--- config.mk ---
export PLATFORM = sky130hd
export DESIGN_NAME = irq_redirect_ctrl
export DESIGN_NICKNAME = d
export VERILOG_FILES = /design/src/rtl/irc_pkg.sv /design/src/rtl/irc_slot.sv /design/src/rtl/irc_arbiter.sv /design/src/rtl/irc_window.sv /design/src/rtl/irq_redirect_ctrl.sv
export SDC_FILE = /design/constraint.sdc
export NUM_CORES = 1
export LEC_CHECK = 0
export BUFFER_PORTS_ARGS = -buffer_cell sky130_fd_sc_hd__buf_2
export CORE_MARGIN = 2
export CORE_UTILIZATION = 55
export DETAILED_ROUTE_END_ITERATION = 7
export PLACE_DENSITY_LB_ADDON = 0.05
export SETUP_SLACK_MARGIN = 0.15
export SLEW_MARGIN = 25
export SYNTH_ARGS = -nofsm -noshare
export SYNTH_HDL_FRONTEND = slang
export SYNTH_SLANG_ARGS = --single-unit
export TNS_END_PERCENT = 5
--- constraint.sdc ---
create_clock -name clk -period 2.35 [get_ports clk]
set_clock_uncertainty 0.1 [all_clocks]
set_input_delay 0.235 -clock clk [delete_from_list [all_inputs] [get_ports clk]]
set_output_delay 0.235 -clock clk [all_outputs]
set_load 0.1 [all_outputs]
--- src/rtl/irc_pkg.sv ---
package irc_pkg;
  localparam int VEC_LSB   = 0;
  localparam int MODE_LSB  = 8;
  localparam int POL_BIT   = 13;
  localparam int RPEND_BIT = 14;
  localparam int TRIG_BIT  = 15;
  localparam int MASK_BIT  = 16;
  localparam int DEST_LSB  = 16;

  localparam logic [7:0] SEL_VERSION    = 8'h01;
  localparam logic [7:0] SEL_TABLE_BASE = 8'h10;

  typedef enum logic [2:0] {
    DM_FIXED  = 3'd0,
    DM_LOWEST = 3'd1,
    DM_PMI    = 3'd2,
    DM_INIT   = 3'd5
  } dmode_e;

  typedef struct packed {
    logic [7:0]  vector;
    logic [15:0] dest;
    logic [2:0]  mode;
  } irc_msg_t;
endpackage

--- src/rtl/irc_slot.sv ---
module irc_slot
  import irc_pkg::*;
(
  input  logic        clk,
  input  logic        rst_n,
  input  logic        pin_raw,
  input  logic        wr_lo,
  input  logic        wr_hi,
  input  logic [31:0] wdata,
  input  logic        eoi_valid,
  input  logic [7:0]  eoi_vector,
  input  logic        grant,
  output logic [31:0] lo_word,
  output logic [31:0] hi_word,
  output irc_msg_t    msg,
  output logic        req
);
  logic [7:0]  vec_q, vec_d;
  logic [2:0]  mode_q, mode_d;
  logic        pol_q, pol_d, lvl_q, lvl_d, mask_q, mask_d;
  logic        rpend_q, rpend_d, epend_q, epend_d, prev_q, prev_d;
  logic [15:0] stage_q, stage_d, dest_q, dest_d;
  logic        active, rise, eoi_hit;

  assign active  = pin_raw ^ pol_q;
  assign rise    = active & ~prev_q;
  assign eoi_hit = eoi_valid & lvl_q & (eoi_vector == vec_q);

  always_comb begin
    vec_d   = vec_q;
    mode_d  = mode_q;
    pol_d   = pol_q;
    lvl_d   = lvl_q;
    mask_d  = mask_q;
    rpend_d = rpend_q;
    epend_d = epend_q;
    stage_d = stage_q;
    dest_d  = dest_q;
    prev_d  = active;
    if (wr_hi) stage_d = wdata[DEST_LSB +: 16];
    if (!lvl_q && rise && !mask_q) epend_d = 1'b1;
    if (eoi_hit) rpend_d = 1'b0;
    if (grant) begin
      if (lvl_q) rpend_d = 1'b1;
      else       epend_d = 1'b0;
    end
    if (wr_lo) begin
      vec_d   = wdata[VEC_LSB +: 8];
      mode_d  = wdata[MODE_LSB +: 3];
      pol_d   = wdata[POL_BIT];
      lvl_d   = wdata[TRIG_BIT];
      mask_d  = wdata[MASK_BIT];
      dest_d  = stage_q;
      epend_d = 1'b0;
    end
  end

  always_ff @(posedge clk or negedge rst_n) begin
    if (!rst_n) begin
      vec_q   <= '0;
      mode_q  <= '0;
      pol_q   <= 1'b0;
      lvl_q   <= 1'b0;
      mask_q  <= 1'b1;
      rpend_q <= 1'b0;
      epend_q <= 1'b0;
      stage_q <= '0;
      dest_q  <= '0;
      prev_q  <= 1'b0;
    end else begin
      vec_q   <= vec_d;
      mode_q  <= mode_d;
      pol_q   <= pol_d;
      lvl_q   <= lvl_d;
      mask_q  <= mask_d;
      rpend_q <= rpend_d;
      epend_q <= epend_d;
      stage_q <= stage_d;
      dest_q  <= dest_d;
      prev_q  <= prev_d;
    end
  end

  assign req     = ~mask_q & (lvl_q ? (active & ~rpend_q) : epend_q);
  assign lo_word = {15'b0, mask_q, lvl_q, rpend_q, pol_q, 2'b00, mode_q, vec_q};
  assign hi_word = {stage_q, 16'b0};
  assign msg     = '{vector: vec_q, dest: dest_q, mode: mode_q};
endmodule

--- src/rtl/irc_arbiter.sv ---
module irc_arbiter #(
  parameter int N = 8,
  localparam int IDX_W = (N > 1) ? $clog2(N) : 1
) (
  input  logic [N-1:0]     req,
  input  logic             enable,
  output logic [N-1:0]     grant,
  output logic [IDX_W-1:0] idx
);
  always_comb begin
    grant = '0;
    idx   = '0;
    for (int i = N - 1; i >= 0; i--) begin
      if (req[i]) begin
        grant    = '0;
        grant[i] = enable;
        idx      = IDX_W'(i);
      end
    end
  end
endmodule

--- src/rtl/irc_window.sv ---
module irc_window
  import irc_pkg::*;
#(
  parameter int         N       = 8,
  parameter logic [7:0] VERSION = 8'h21
) (
  input  logic              clk,
  input  logic              rst_n,
  input  logic              sel_we,
  input  logic              data_we,
  input  logic [31:0]       wdata,
  input  logic [N-1:0][31:0] lo_words,
  input  logic [N-1:0][31:0] hi_words,
  output logic [N-1:0]      wr_lo,
  output logic [N-1:0]      wr_hi,
  output logic [31:0]       rdata
);
  logic [7:0] sel_q, sel_d;

  always_comb begin
    sel_d = sel_q;
    if (sel_we) sel_d = wdata[7:0];
  end

  always_ff @(posedge clk or negedge rst_n) begin
    if (!rst_n) sel_q <= '0;
    else        sel_q <= sel_d;
  end

  always_comb begin
    wr_lo = '0;
    wr_hi = '0;
    rdata = '0;
    if (sel_q == SEL_VERSION) rdata = {8'h00, 8'(N - 1), 8'h00, VERSION};
    for (int i = 0; i < N; i++) begin
      if (sel_q == SEL_TABLE_BASE + 8'(2 * i)) begin
        wr_lo[i] = data_we;
        rdata    = lo_words[i];
      end
      if (sel_q == SEL_TABLE_BASE + 8'(2 * i + 1)) begin
        wr_hi[i] = data_we;
        rdata    = hi_words[i];
      end
    end
  end
endmodule

--- src/rtl/irq_redirect_ctrl.sv ---
module irq_redirect_ctrl
  import irc_pkg::*;
#(
  parameter int         NUM_PINS = 8,
  parameter logic [7:0] VERSION  = 8'h21,
  localparam int IDX_W = (NUM_PINS > 1) ? $clog2(NUM_PINS) : 1
) (
  input  logic                clk,
  input  logic                rst_n,
  input  logic [NUM_PINS-1:0] irq_pins,
  input  logic                win_sel_we,
  input  logic                win_data_we,
  input  logic [31:0]         win_wdata,
  output logic [31:0]         win_rdata,
  input  logic                eoi_valid,
  input  logic [7:0]          eoi_vector,
  output logic                msg_valid,
  input  logic                msg_ready,
  output logic [7:0]          msg_vector,
  output logic [15:0]         msg_dest,
  output logic [2:0]          msg_mode
);
  logic [NUM_PINS-1:0][31:0] lo_words, hi_words;
  logic [NUM_PINS-1:0]       wr_lo, wr_hi, req_w, grant_w;
  logic [IDX_W-1:0]          win_idx;
  irc_msg_t                  slot_msg [NUM_PINS];
  irc_msg_t                  msg_q, msg_d;
  logic                      valid_q, valid_d;

  irc_window #(.N(NUM_PINS), .VERSION(VERSION)) u_window (
    .clk(clk), .rst_n(rst_n), .sel_we(win_sel_we), .data_we(win_data_we),
    .wdata(win_wdata), .lo_words(lo_words), .hi_words(hi_words),
    .wr_lo(wr_lo), .wr_hi(wr_hi), .rdata(win_rdata)
  );

  for (genvar g = 0; g < NUM_PINS; g++) begin : g_slot
    irc_slot u_slot (
      .clk(clk), .rst_n(rst_n), .pin_raw(irq_pins[g]),
      .wr_lo(wr_lo[g]), .wr_hi(wr_hi[g]), .wdata(win_wdata),
      .eoi_valid(eoi_valid), .eoi_vector(eoi_vector), .grant(grant_w[g]),
      .lo_word(lo_words[g]), .hi_word(hi_words[g]), .msg(slot_msg[g]),
      .req(req_w[g])
    );
  end

  irc_arbiter #(.N(NUM_PINS)) u_arb (
    .req(req_w), .enable(~valid_q), .grant(grant_w), .idx(win_idx)
  );

  always_comb begin
    valid_d = valid_q;
    msg_d   = msg_q;
    if (valid_q && msg_ready) valid_d = 1'b0;
    if (|grant_w) begin
      valid_d = 1'b1;
      msg_d   = slot_msg[win_idx];
    end
  end

  always_ff @(posedge clk or negedge rst_n) begin
    if (!rst_n) begin
      valid_q <= 1'b0;
      msg_q   <= '0;
    end else begin
      valid_q <= valid_d;
      msg_q   <= msg_d;
    end
  end

  assign msg_valid  = valid_q;
  assign msg_vector = msg_q.vector;
  assign msg_dest   = msg_q.dest;
  assign msg_mode   = msg_q.mode;
endmodule

Word level (Yosys, flattened, before mapping)
Index checks and enable logic that the tools add are counted.
{ "op_classes": {"n_lt_le_gt_ge": 1, "eq_ne": 25, "n_mux": 118, "bitwise": 74, "n_reduce_logical": 35} }
{ "op_table": {"columns": ["operator", "count"], "rows": [
  ["32-bit two-way mux", 15],
  ["8-bit by 5-bit equality test with 1-bit output (second input constant)", 16],
  ["1-bit two-way mux", 82],
  ["27-bit binary-select mux with 3-bit select", 1],
  ["8-bit equality test", 8],
  ["8-bit two-way mux", 8],
  ["27-bit two-way mux", 2],
  ["1-bit AND", 40],
  ["19-bit two-way mux", 2],
  ["1-bit NOT", 25],
  ["3-bit two-way mux", 8],
  ["1-bit logical AND", 17],
  ["1-bit zero test", 16],
  ["8-bit by 1-bit equality test with 1-bit output (second input constant)", 1],
  ["8-bit OR reduction", 1],
  ["1-bit bitwise XOR", 8],
  ["4-bit >= comparator (second input constant)", 1],
  ["3-bit NOT with 4-bit output", 1],
  ["2-bit nonzero test", 1]
]} }
{ "word_totals": {"ff_bits": 428, "inputBits": 54, "output_inout_bits": 60, "elab_cells": 338} }

Depth between registers and ports, before layout
{ "logic_depth": {"ltp_word": 18, "mapped_depth": 11, "ltp_nobuf": 7} }

Hierarchy
Synthesis repeated with hierarchy kept, for this count alone.
{ "unflattened": {"hier_cells": 2289, "hier_area_um2": 26922.1} }
{ "by_module_without_submodules": {"columns": ["module", "n_inst", "cells_each", "area_per_inst_um2", "seq_area_each_um2"], "rows": [
  ["irc_slot", 8, 171, 2304.7, 1227.4],
  ["irc_window", 1, 739, 5580.4, 200.2],
  ["irq_redirect_ctrl", 1, 158, 2756.4, 700.7],
  ["irc_arbiter", 1, 24, 147.6, 0.0]
]} }

Least setup slack after synthesis
No wires, ideal clock.
{ "synth_timing": {"kind": "flip-flop to output port", "start": "reg u_window.sel_q[5]", "end": "out win_rdata[10]", "arrival_time_ns": 3.385, "required_ns": 2.015, "setup_slack_ns": -1.370, "path_stages_with_launch": 7, "path_buffers": 1, "cell_sequence": "dfrtp_1 nor4b_4 nand3b_1 nor2_1 clkbuf_1 a22oi_1 a41oi_1"} }
{ "synth_via": {"elab_chain_cells": 17, "elab_cells_between_ends": 32, "cone_classes": "eq/ne: 16; mux: 16"} }
{ "synth_lines": {"columns": ["item", "line", "text"], "rows": [
  ["start: declaration", "irc_window.sv:18", "logic [7:0] sel_q, sel_d;"],
  ["start signal: assignment", "irc_window.sv:27", "else sel_q <= sel_d;"],
  ["8-bit by 5-bit equality test with 1-bit output", "irc_window.sv:36", "if (sel_q == SEL_TABLE_BASE + 8'(2 * i)) begin"],
  ["19-bit two-way mux", "irc_window.sv:36", null],
  ["32-bit two-way mux", "irc_window.sv:40", "if (sel_q == SEL_TABLE_BASE + 8'(2 * i + 1)) begin"],
  ["32-bit two-way mux", "irc_window.sv:36", null],
  ["32-bit two-way mux", "irc_window.sv:40", null],
  ["32-bit two-way mux", "irc_window.sv:36", null],
  ["32-bit two-way mux", "irc_window.sv:40", null],
  ["32-bit two-way mux", "irc_window.sv:36", null],
  ["32-bit two-way mux", "irc_window.sv:40", null],
  ["32-bit two-way mux", "irc_window.sv:36", null],
  ["32-bit two-way mux", "irc_window.sv:40", null],
  ["32-bit two-way mux", "irc_window.sv:36", null],
  ["32-bit two-way mux", "irc_window.sv:40", null],
  ["32-bit two-way mux", "irc_window.sv:36", null],
  ["32-bit two-way mux", "irc_window.sv:40", null],
  ["32-bit two-way mux", "irc_window.sv:36", null],
  ["32-bit two-way mux (*)", "irc_window.sv:40", null],
  ["end: declaration", "irq_redirect_ctrl.sv:14", "output logic [31:0] win_rdata,"]
]} }
Every way passes the cells marked *; elsewhere a longest branch is shown, timed or not.

Final worst setup path
{ "layout_timing": {"start": "reg u_window.sel_q[7]", "end": "out win_rdata[31]"} }
{ "layout_via": {"elab_chain_cells": 16, "elab_cells_between_ends": 30, "cone_classes": "eq/ne: 15; mux: 15"} }
{ "layout_lines": {"columns": ["item", "line"], "rows": [
  ["8-bit by 5-bit equality test with 1-bit output", "irc_window.sv:40"],
  ["32-bit two-way mux", "irc_window.sv:40"],
  ["32-bit two-way mux", "irc_window.sv:36"],
  ["32-bit two-way mux", "irc_window.sv:40"],
  ["32-bit two-way mux", "irc_window.sv:36"],
  ["32-bit two-way mux", "irc_window.sv:40"],
  ["32-bit two-way mux", "irc_window.sv:36"],
  ["32-bit two-way mux", "irc_window.sv:40"],
  ["32-bit two-way mux", "irc_window.sv:36"],
  ["32-bit two-way mux", "irc_window.sv:40"],
  ["32-bit two-way mux", "irc_window.sv:36"],
  ["32-bit two-way mux", "irc_window.sv:40"],
  ["32-bit two-way mux", "irc_window.sv:36"],
  ["32-bit two-way mux", "irc_window.sv:40"],
  ["32-bit two-way mux", "irc_window.sv:36"],
  ["32-bit two-way mux (*)", "irc_window.sv:40"]
]} }
Marked as above.

==> summary.md <==
| Metric | Value |
|---|---|
| Status | finished, violations left |
| Failing checks | setup timing |
| Clock Path Buffers | 3 |
| Vias | between 15000 and 20000 |
| Initial Util | 0.560 |
| Hold Crit Class | in2reg |
| Htree depth | 2 |
| DRT iter0 DRCs | about 1400 |
| FMAX | 322 MHz |
| TritonCTS Buffers | 46 |
| Synth top area cells | dfrtp_1, mux2_2, mux2_1, a22oi_1, mux2i_1 |
| RSZ-0062 raised after global routing | yes |
| GR Overflow Total | 0 |
| Placed insts | between 2000 and 2500 |
| Antenna-violating nets left | 0 |
| I/O pins | 114 |
| Vias per cell | 6.49 |
| Fin Hold WS | 0.0382 ns |
| Max incr delay on CP | around 0.42 ns |
| Hold_sp | win_wdata[6] |
| Area delta synth->final | 32.5% |
| FF-to-FF Start | g_slot[5].u_slot.mask_q$_DFFE_PN1P_ |
| Final Max Slew Viols | 0 |
| Layout Cells excl Fill | 2457 |
| Number of synthesized flops with an enable pin | 0 |
| Crit-path max FO | 7 |
| Reg2Reg Setup Slack | -0.24 ns |
| Sequential share of the synthesized area | 0.523 |
| Vias in the first global route | 16600 |
| Crit. End Element | output pin |
| Hold path endpoint | g_slot[3].u_slot.vec_q[6]$_DFFE_PN0P_ |
| Pleak | 12.6 nW |
| Pin count of the biggest net entering global routing | 72 |
| Max transition margin | 0.618 |
| Port Buf Inserts | 108 |
| Worst-Margin Slew | 0.568 ns |
| Num Clock Sinks | between 400 and 500 |
| Worst path required time | 2.02 ns |
| Max VDD drop | roughly 0.78 mV |
| Cell count after synthesis | 1627 |
| Avg WL per Cell | 27.7 um |
| Final HPWL from detailed placement | 45000 um |
| Synth area leader | dfrtp_1 |
| Synth Area per Inst | 12.6 sq um |
| Layout cells sized above 1 | 0.458 |
| YS warnings | 0 |
| Commonest cells after routing, fill and taps aside | dfrtp_1, mux2_2, buf_4, buf_12, buf_2 |
| Crit start category | flop |
| Hold Vio Cnt, Final | 0 |
| PwrDens | 870 nW/um^2 |
| Clk slew on worst S/H paths | 0.06 ns |
| Worst Path Buf+Inv | 4 |
| Crit-path cells | nor4b_4 > buf_4 > nand2_4 > buf_6 > nor2_4 > buf_12 > a22oi_2 > nand3_1 > a221o_1 > buf_12 |
| R2R depth | 8 |
| Most frequent cell on the critical path | buf_12 |
| Core ar. | 36600 sq um |
| Row cnt | 70 |
| Fin crit share | 1.32 |
| Crit path DAT | 2.77 ns |
| Net count, final | 2007 |
| First-pass GRT wire length | 103000 um |
| Fin worst setup slack | -0.754 ns |
| FF+latch count, synth | 428 |
| Insertion delay to the later sink of the worst-skew pair | about 0.6 ns |
| Ys flop type | dfrtp_1 |
| Die W | 197 um |
| Most common cell after layout, fill and taps aside | dfrtp_1 |
| Routability Congestion | 0.953 |
| Setup Total Neg Slack | -33.85 ns |
| DRC | 0 |
| Final min period | slightly above 3 ns |
| Clock root buffer | clkbuf_16 |
| CP delay by family, top | simple AND/OR/NAND/NOR gates |
| Final setup viols | 160 |
| Async set-reset flop share out of synthesis | 1.00 |
| Synth unique cells | 77 |
| Min-Delay Path Depth | 2 |
| Die area | 38800 sq um |
| Tot GR Track Use | 0.355 |
| Total Power | roughly 0.024 W |
| First-pass detailed-route iteration total | 6 |
| Reg-to-Reg End | msg_dest[10]$_DFFE_PN0P_ |
| Mapped Area | 20500 sq um |
| CTS tree | yes |
| Share of the synthesized area in the top cell type | 0.513 |
| Max cap viols | 0 |
| Worst Setup Path Type | reg2out |
| Slowest cell on crit path | dfrtp_1 |
| Initial antenna violation count | 0 |
| DRT Wirelength | 68000 um |
| Height of the die | between 150 and 200 um |
==> through the flow <==
stage               setup WS, ns  utilization  cell area, sq um
global route              -0.833        0.742             27200
detailed placement        -0.251        0.662             24200
floorplan                 -0.387            -             20900
finish                    -0.754        0.742             27200
CTS                       -0.769        0.728             26700
global placement          -0.188        0.662             24200
==> cell usage after synthesis, drive strengths merged (11+ instances only) <==
library cell	instances
a221o	13
buf	32
a21oi	49
nand3	70
nor4	11
xor2	32
nand2	42
nor2	33
a22oi	92
xnor2	40
a31oi	15
clkbuf	80
dfrtp	420
mux2i	45
a21o	12
mux2	376
nand4	17
o21ai	62
o32a	18
o221ai	19
nor3	15
a41oi	12
==> area by class of cell <==
| class | count | area [sq um] |
|---|---|---|
| antenna | 1 | 2.50 |
| clock buffer | 69 | 1350 |
| clock inverter | 14 | 170 |
| fill | 2478 | 9450 |
| inverter | 9 | 33.8 |
| multi-input combinational | 1079 | 10200 |
| sequential | 428 | 10700 |
| tap | 468 | 586 |
| timing repair buffer | 389 | 4080 |
==> power breakdown <==
group | leakage [nW] | switching (W) | internal (W) | total (W)
combinational | 6.06 | 0.00509 | 0.00252 | 0.00760
clock | 0.749 | 0.00305 | 0.00421 | 0.00725
sequential | 5.78 | 0.000683 | 0.00809 | 0.00877
==> logic make-up (layout without fill, tap and decap cells) <==
family	after synthesis	count (layout)	share of synthesized area
buffers and inverters	121	481	0.0271
muxes	422	422	0.230
AOI/OAI and AO/OA	357	357	0.130
DFF	428	428	0.523
xor gates and xnor gates	72	72	0.0311
and+or+nand+nor	226	226	0.0590
other	1	3	0.000183
==> sequential cells by signal, summed over array words and instances, names as in the netlist <==
name,cells
u_window.sel_q,8
msg_vector,8
msg_valid,1
g_slot.u_slot.dest_q,128
g_slot.u_slot.mode_q,24
g_slot.u_slot.pol_q,8
msg_mode,3
g_slot.u_slot.stage_q,128
msg_dest,16
g_slot.u_slot.vec_q,64
g_slot.u_slot.lvl_q,8
g_slot.u_slot.mask_q,8
g_slot.u_slot.rpend_q,8
g_slot.u_slot.prev_q,8
g_slot.u_slot.epend_q,8
==> per-layer routing <==
metal / global-route usage / vias up / part of all wire
li1: - / 6823 / -
met1: 0.464 / 8210 / 0.40
met2: 0.578 / 695 / 0.47
met3: 0.0565 / 221 / 0.066
met4: 0.184 / 0 / 0.058
met5: 0 / - / 0
==> worst max path at each step <==
stage / start / to / slack, ns / depth (start not counted)
global placement: g_slot[4].u_slot.mask_q$_DFFE_PN1P_ / msg_dest[10]$_DFFE_PN0P_ / -0.19 / 8
global route: u_window.sel_q[6]$_DFFE_PN0P_ / win_rdata[31] / -0.83 / 10
detailed placement: g_slot[4].u_slot.mask_q$_DFFE_PN1P_ / msg_dest[9]$_DFFE_PN0P_ / -0.25 / 8
finish: u_window.sel_q[7]$_DFFE_PN0P_ / win_rdata[31] / -0.75 / 10
floorplan: u_window.sel_q[6]$_DFFE_PN0P_ / win_rdata[17] / -0.39 / 6
CTS: u_window.sel_q[5]$_DFFE_PN0P_ / win_rdata[16] / -0.77 / 8
==> what timing repair did <==
| item | in CTS | in global routing |
|---|---|---|
| cloned | 2 | 1 |
| setup endpoints to repair | 358 | 432 |
| hold buffers | 38 | 1 |
| setup buffers | 5 | 16 |
| endpoints found under the hold margin | 470 | 1 |
| gates resized for setup | 113 | 75 |
| pin swaps | 19 | 32 |
No activity file was read; power rests on OpenSTA's default activity.
